$ cat src/rtl/rt_pkg.sv
package rt_pkg;
  localparam int SEL_W = 3;

  localparam logic [1:0] A_CTRL  = 2'd0;
  localparam logic [1:0] A_COUNT = 2'd1;
  localparam logic [1:0] A_LIMIT = 2'd2;

  localparam int B_IEN  = 3;
  localparam int B_FLAG = 4;
  localparam int B_OVF  = 5;

  // log2 of the tick divisor for each rate select; 0 means stopped
  function automatic int tap_shift(input logic [SEL_W-1:0] sel);
    case (sel)
      3'd1:    return 2;
      3'd2:    return 4;
      3'd3:    return 6;
      3'd4:    return 8;
      3'd5:    return 10;
      3'd6:    return 11;
      3'd7:    return 12;
      default: return 0;
    endcase
  endfunction
endpackage

$ cat src/rtl/rt_prescaler.sv
module rt_prescaler
  import rt_pkg::*;
#(
  parameter int PRE_W = 12
) (
  input  logic             clk,
  input  logic             rst_n,
  input  logic [SEL_W-1:0] sel,
  output logic             tick
);
  logic [PRE_W-1:0] div_q;
  logic [PRE_W-1:0] mask;
  logic             running;

  assign running = (sel != '0);

  // mask covers the low tap_shift(sel) bits
  always_comb begin
    mask = '0;
    for (int i = 0; i < PRE_W; i++) begin
      if (i < tap_shift(sel)) mask[i] = 1'b1;
    end
  end

  assign tick = running && ((div_q & mask) == mask);

  // held at zero while stopped so the first interval after a start is full length
  always_ff @(posedge clk) begin
    if (!rst_n)        div_q <= '0;
    else if (!running) div_q <= '0;
    else               div_q <= div_q + 1'b1;
  end

  p_phase_reset_r2: assert property (@(posedge clk) disable iff (!rst_n)
    (sel == '0) |=> (div_q == '0));
endmodule

$ cat src/rtl/rt_counter.sv
module rt_counter #(
  parameter int CNT_W = 16
) (
  input  logic             clk,
  input  logic             rst_n,
  input  logic             tick,
  input  logic             wr_en,
  input  logic [CNT_W-1:0] wr_data,
  input  logic [CNT_W-1:0] limit,
  output logic [CNT_W-1:0] count,
  output logic             match
);
  // a software write claims this tick entirely
  assign match = tick && !wr_en && (count == limit);

  always_ff @(posedge clk) begin
    if (!rst_n)     count <= '0;
    else if (wr_en) count <= wr_data;
    else if (match) count <= '0;
    else if (tick)  count <= count + 1'b1;
  end

  p_write_wins_r9: assert property (@(posedge clk) disable iff (!rst_n)
    wr_en |=> (count == $past(wr_data)));

  p_clear_on_match_r4: assert property (@(posedge clk) disable iff (!rst_n)
    match |=> (count == '0));

  p_hold_no_tick_r2: assert property (@(posedge clk) disable iff (!rst_n)
    (!tick && !wr_en) |=> $stable(count));
endmodule

$ cat src/rtl/rt_req_ctrl.sv
module rt_req_ctrl (
  input  logic clk,
  input  logic rst_n,
  input  logic match,
  input  logic ready,
  output logic valid,
  output logic ovf_set
);
  // a compare event landing on an unaccepted request is folded in and reported
  assign ovf_set = match && valid && !ready;

  always_ff @(posedge clk) begin
    if (!rst_n) valid <= 1'b0;
    else        valid <= (valid && !ready) || match;
  end

  p_hold_r7: assert property (@(posedge clk) disable iff (!rst_n)
    (valid && !ready) |=> valid);

  p_raise_r4: assert property (@(posedge clk) disable iff (!rst_n)
    match |=> valid);
endmodule

$ cat src/rtl/refresh_timer.sv
module refresh_timer
  import rt_pkg::*;
#(
  parameter int CNT_W = 16,
  parameter int PRE_W = 12
) (
  input  logic             clk,
  input  logic             rst_n,
  input  logic             reg_we,
  input  logic [1:0]       reg_addr,
  input  logic [CNT_W-1:0] reg_wdata,
  output logic [CNT_W-1:0] reg_rdata,
  output logic             ref_valid,
  input  logic             ref_ready,
  output logic             irq
);
  logic [SEL_W-1:0] sel_q;
  logic             ien_q, flag_q, ovf_q;
  logic [CNT_W-1:0] limit_q;
  logic [CNT_W-1:0] count;
  logic [CNT_W-1:0] ctrl_word;
  logic             tick, match, ovf_set;
  logic             wr_ctrl, wr_count, wr_limit;

  assign wr_ctrl  = reg_we && (reg_addr == A_CTRL);
  assign wr_count = reg_we && (reg_addr == A_COUNT);
  assign wr_limit = reg_we && (reg_addr == A_LIMIT);

  rt_prescaler #(.PRE_W(PRE_W)) u_pre (
    .clk(clk), .rst_n(rst_n), .sel(sel_q), .tick(tick)
  );

  rt_counter #(.CNT_W(CNT_W)) u_cnt (
    .clk(clk), .rst_n(rst_n), .tick(tick), .wr_en(wr_count),
    .wr_data(reg_wdata), .limit(limit_q), .count(count), .match(match)
  );

  rt_req_ctrl u_req (
    .clk(clk), .rst_n(rst_n), .match(match), .ready(ref_ready),
    .valid(ref_valid), .ovf_set(ovf_set)
  );

  // hardware set beats a software clear on the same edge
  always_ff @(posedge clk) begin
    if (!rst_n) begin
      sel_q   <= '0;
      ien_q   <= 1'b0;
      flag_q  <= 1'b0;
      ovf_q   <= 1'b0;
      limit_q <= '0;
    end else begin
      if (wr_ctrl) begin
        sel_q <= reg_wdata[SEL_W-1:0];
        ien_q <= reg_wdata[B_IEN];
      end
      if (match)                             flag_q <= 1'b1;
      else if (wr_ctrl && !reg_wdata[B_FLAG]) flag_q <= 1'b0;
      if (ovf_set)                           ovf_q <= 1'b1;
      else if (wr_ctrl && !reg_wdata[B_OVF])  ovf_q <= 1'b0;
      if (wr_limit) limit_q <= reg_wdata;
    end
  end

  always_comb begin
    ctrl_word              = '0;
    ctrl_word[SEL_W-1:0]   = sel_q;
    ctrl_word[B_IEN]       = ien_q;
    ctrl_word[B_FLAG]      = flag_q;
    ctrl_word[B_OVF]       = ovf_q;
  end

  always_comb begin
    case (reg_addr)
      A_CTRL:  reg_rdata = ctrl_word;
      A_COUNT: reg_rdata = count;
      A_LIMIT: reg_rdata = limit_q;
      default: reg_rdata = '0;
    endcase
  end

  assign irq = flag_q && ien_q;

  p_flag_sticky_r6: assert property (@(posedge clk) disable iff (!rst_n)
    (flag_q && !wr_ctrl) |=> flag_q);

  p_match_flag_r6: assert property (@(posedge clk) disable iff (!rst_n)
    match |=> flag_q);

  p_no_overflow_loss_r8: assert property (@(posedge clk) disable iff (!rst_n)
    ovf_set |=> ovf_q);
endmodule

$ cat config.mk
export PLATFORM = sky130hd
export DESIGN_NAME = refresh_timer
export DESIGN_NICKNAME = d
export VERILOG_FILES = /design/src/rtl/rt_pkg.sv /design/src/rtl/rt_prescaler.sv /design/src/rtl/rt_counter.sv /design/src/rtl/rt_req_ctrl.sv /design/src/rtl/refresh_timer.sv
export SDC_FILE = /design/constraint.sdc
export NUM_CORES = 1
export LEC_CHECK = 0
export ABC_AREA = 1
export BUFFER_PORTS_ARGS = -buffer_cell sky130_fd_sc_hd__buf_4
export CAP_MARGIN = 25
export CORE_ASPECT_RATIO = 1.4
export CORE_MARGIN = 1
export CORE_UTILIZATION = 55
export CTS_BUF_LIST = sky130_fd_sc_hd__clkbuf_16
export CTS_CLUSTER_DIAMETER = 80
export DETAILED_ROUTE_END_ITERATION = 16
export PLACE_DENSITY = 0.78
export SYNTH_ARGS = -nofsm -noshare
export SYNTH_HDL_FRONTEND = slang
export SYNTH_SLANG_ARGS = --single-unit
$ cat constraint.sdc
create_clock -name clk -period 1.6 [get_ports clk]
set_input_delay 0.24 -clock clk [delete_from_list [all_inputs] [get_ports clk]]
set_output_delay 0.24 -clock clk [all_outputs]
set_load 0.01 [all_outputs]
==> results.json <==
{
  "hold_viol": 0,
  "status": "finished with violations",
  "grt_max_degree": 33,
  "power_density_nw_per_um2": 741,
  "cpPeakStageDelay_ns": 0.34,
  "leakage_nw": 1.60,
  "slew_headroom": 0.440,
  "port_buffers": 39,
  "dr_total_vias": 3315,
  "start_kind": "flip-flop",
  "finalNetCount": 557,
  "layout.cell_area.non_filler_sq_um": 3800,
  "synthXorXnorAreaFrac": 0.0368,
  "overall_global_routing_usage": 0.294,
  "timing.critical_path.from": "sel_q[1]$_SDFFE_PN0P_",
  "detail-route-antenna-nets": 0,
  "numClockSinks": 51,
  "place.gp.congestion": 0.923,
  "grt_setup_unrepaired": "true",
  "cts_buffer_depth": 2,
  "drtIter0Drc": 188,
  "grtUsageMet3": 0.0505,
  "synth-compound-area-share": 0.176,
  "post_synth_fa_ha_maj_area_fraction": 0.00808,
  "hold_path_class": "primary input to flip-flop",
  "clk_pin_slew_ns": 0.07,
  "synth_enable_flop_cells": 0,
  "die_height_microns": 90.8,
  "avgRoutedWirePerCell_microns": 14.2,
  "vdd_ir_drop_max_mv": 0.483,
  "diode_insertion_count_for_antenna_repair": 0,
  "crit_path_setup_slack_layout_ns": -0.0875,
  "finalCritPeriodShare": 1.05,
  "vias_in_the_first_global_route": 3197,
  "synth.yosys.seq_area_share": 0.330,
  "cp_common_cell": "sky130_fd_sc_hd__nand3_1",
  "cp_cell_sequence": "o21ai_0, nand3_1, nor2_4, nand3_4, clkinv_4, nand3_1, a21oi_1",
  "critPathCaptureType": "flip-flop",
  "worstSkewPairLatency_ns": 0.29,
  "synth.yosys.warnings": 0,
  "placed_cell_count": 593,
  "fin_tns_setup_ns": -0.0875,
  "finalWirelength_microns": 8530,
  "fp.coreArea_sq_um": 5490,
  "crit_path_max_fanout": 8,
  "postCtsSetupRepairBufs": 0,
  "timing.hold.worst.start": "ref_ready",
  "grt_first_pass_wirelength_microns": 13700,
  "layout-drive-gt1-share": 0.259,
  "detail_route.drc_violations": 0,
  "max_cap_viol_count": 0,
  "worst-endpoint-arrival_ns": 1.87,
  "critPathSlowestCell": "sky130_fd_sc_hd__dfxtp_2",
  "timing.final.setup_violations": 1,
  "final-max-slew-violation-count": 0,
  "synthesis.instances": 478,
  "nFillCells": 477,
  "async_flop_share": 0,
  "worst_hold_slack_ns": 0.217,
  "synth_area_per_cell_sq_um": 6.48,
  "start_util": 0.565,
  "netlist_area_sq_um": 3100,
  "finalWorstPathRequiredPeriod_ns": 1.69,
  "achievable-frequency_mhz": 593,
  "synthesis.nets": 502,
  "synth.mux.area_fraction": 0,
  "cts_buffers": 5,
  "die-width_microns": 65.4,
  "htree_num_levels": 2,
  "netlist-cell-type-count": 31,
  "dp.final_hpwl_microns": 5990,
  "grtUsageMet1": 0.325,
  "combinational_family_with_the_most_area_after_synthesis": "simple AND/OR/NAND/NOR gates",
  "post_synth_and_or_nand_nor_area_fraction": 0.328,
  "grt_antenna_before_repair": 0,
  "die_area_sq_um": 5940,
  "grt-ovfl-total": 0,
  "regToRegStartpoint": "sel_q[1]$_SDFFE_PN0P_",
  "worstPathRequired_ns": 1.78,
  "holdBufCountCts": 0,
  "violations": "negative setup slack",
  "synth_top_flop_cell": "sky130_fd_sc_hd__dfxtp_1",
  "critPathKind": "flip-flop to flip-flop",
  "tritoncts": "done",
  "clockRootBuffer": "sky130_fd_sc_hd__clkbuf_16",
  "final-instance-count-excl-fill": 601,
  "layout-area-overhead-vs-synth_pct": 22.7,
  "detailed_routing_iterations_pass_1": 5,
  "pre_cts_slack_ns": -0.0868,
  "yosys_register_bits": 51,
  "timing_worst_slew_pin_value_ns": 0.839,
  "vias_per_cell": 5.52,
  "finClkSkew_ns": 0.00421,
  "grt-busiest-layer": "met2",
  "use_met2": 0.524,
  "ios": 40,
  "row_count": 32,
  "placed_area_sq_um": 3580
}
-- cell usage in the layout, fill, tap and decap left out, types with 3 or more instances in the layout --
master,count
sky130_fd_sc_hd__clkinv_1,13
sky130_fd_sc_hd__nand3_1,38
sky130_fd_sc_hd__o221ai_1,6
sky130_fd_sc_hd__nor3_1,3
sky130_fd_sc_hd__nand2_2,3
sky130_fd_sc_hd__nand2_1,124
sky130_fd_sc_hd__dfxtp_1,37
sky130_fd_sc_hd__inv_1,48
sky130_fd_sc_hd__a21oi_1,35
sky130_fd_sc_hd__buf_4,62
sky130_fd_sc_hd__nor2_1,30
sky130_fd_sc_hd__nand4_1,5
sky130_fd_sc_hd__xor2_1,12
sky130_fd_sc_hd__o22ai_1,10
sky130_fd_sc_hd__nor2_2,5
sky130_fd_sc_hd__nor2_4,4
sky130_fd_sc_hd__dfxtp_2,12
sky130_fd_sc_hd__clkbuf_16,5
sky130_fd_sc_hd__nand3_2,10
sky130_fd_sc_hd__inv_2,15
sky130_fd_sc_hd__a21oi_2,10
sky130_fd_sc_hd__o21ai_0,29
-- where the power goes --
| group | total [mW] | internal [mW] | switching [mW] |
|---|---|---|---|
| Clock | 1.03 | 0.564 | 0.467 |
| Combinational | 0.441 | 0.172 | 0.269 |
| Sequential | 1.35 | 1.31 | 0.0356 |
| Total | 2.82 | 2.05 | 0.772 |
-- stage by stage --
stage           util  total power, mW
5_1_grt        0.693             2.92
3_5_place_dp   0.653             1.80
2_1_floorplan      -             1.62
3_3_place_gp   0.653             1.78
4_1_cts        0.679             2.81
6_report       0.693             2.82
-- cells by family after synthesis --
| kind of cell | after synthesis |
|---|---|
| buf+inv | 92 |
| simple gates | 228 |
| fa+ha+maj | 2 |
| compound gates | 92 |
| flops | 51 |
| xor+xnor | 13 |
-- repair_timing --
action / 4_1_cts / 5_1_grt
endpoints found under the setup margin: 6 / 19
pin swaps: 0 / 3
gates cloned: 0 / 1
resized for setup: 4 / 30
hold endpoints to repair: 0 / 0
-- registers in the layout, indices dropped and copies added (netlist names) --
signal / count
limit_q: 16
ien_q: 1
sel_q: 3
u_pre.div_q: 12
ovf_q: 1
flag_q: 1
u_cnt.count: 16
u_req.valid: 1
-- cells in the mapped netlist (2+ instances only) --
cell / instances / share of area
sky130_fd_sc_hd__o21ai_0: 29 / 0.047
sky130_fd_sc_hd__xor2_1: 12 / 0.034
sky130_fd_sc_hd__buf_2: 3 / 0.0048
sky130_fd_sc_hd__nand2_1: 124 / 0.15
sky130_fd_sc_hd__ha_1: 2 / 0.0081
sky130_fd_sc_hd__nor3_1: 5 / 0.0081
sky130_fd_sc_hd__inv_1: 48 / 0.058
sky130_fd_sc_hd__buf_4: 2 / 0.0048
sky130_fd_sc_hd__buf_1: 2 / 0.0024
sky130_fd_sc_hd__nand2_2: 4 / 0.0081
sky130_fd_sc_hd__o22ai_1: 10 / 0.020
sky130_fd_sc_hd__nor2_1: 37 / 0.045
sky130_fd_sc_hd__dfxtp_1: 51 / 0.33
sky130_fd_sc_hd__a21oi_1: 35 / 0.057
sky130_fd_sc_hd__nand4_1: 5 / 0.010
sky130_fd_sc_hd__nand3_1: 38 / 0.061
sky130_fd_sc_hd__clkinv_1: 12 / 0.015
sky130_fd_sc_hd__a21oi_2: 10 / 0.028
sky130_fd_sc_hd__clkbuf_1: 8 / 0.0097
sky130_fd_sc_hd__o221ai_1: 6 / 0.017
sky130_fd_sc_hd__inv_2: 15 / 0.018
sky130_fd_sc_hd__nand3_2: 11 / 0.036
-- path summary, 6_finish.rpt --
path                                       to  slack, ns  cells past startpoint
hold reg to reg     u_pre.div_q[0]$_SDFF_PN0_       0.45                      1
hold / removal             ovf_q$_SDFFE_PN0P_       0.22                      4
setup reg to reg  u_cnt.count[4]$_SDFFE_PN0P_      -0.09                      7
setup / recovery  u_cnt.count[4]$_SDFFE_PN0P_      -0.09                      7
-- area by class of cell --
type	instances	area, sq um	area share
Multi-Input combinational cell	335	1760	0.462
Sequential cell	51	1040	0.274
Timing Repair Buffer	63	485	0.128
Inverter	76	290	0.0763
Clock buffer	5	125	0.0329
Tap cell	68	85.1	0.0224
Clock inverter	2	8.76	0.00230
Timing Repair inverter	1	6.26	0.00165
-- layer usage --
metal,up-vias,share of wire
met4,0,0.035
met2,115,0.52
met3,25,0.056
li1,1650,-
met1,1525,0.39
met5,-,0
-- worst max-delay path: cells and delay by family (launching register included) --
| kind | cells | cell delay, ns |
|---|---|---|
| buf+inv | 1 | 0.13 |
| simple gates | 4 | 0.61 |
| compound gates | 2 | 0.50 |
| flops | 1 | 0.34 |
(Power assumes the default switching activity.)
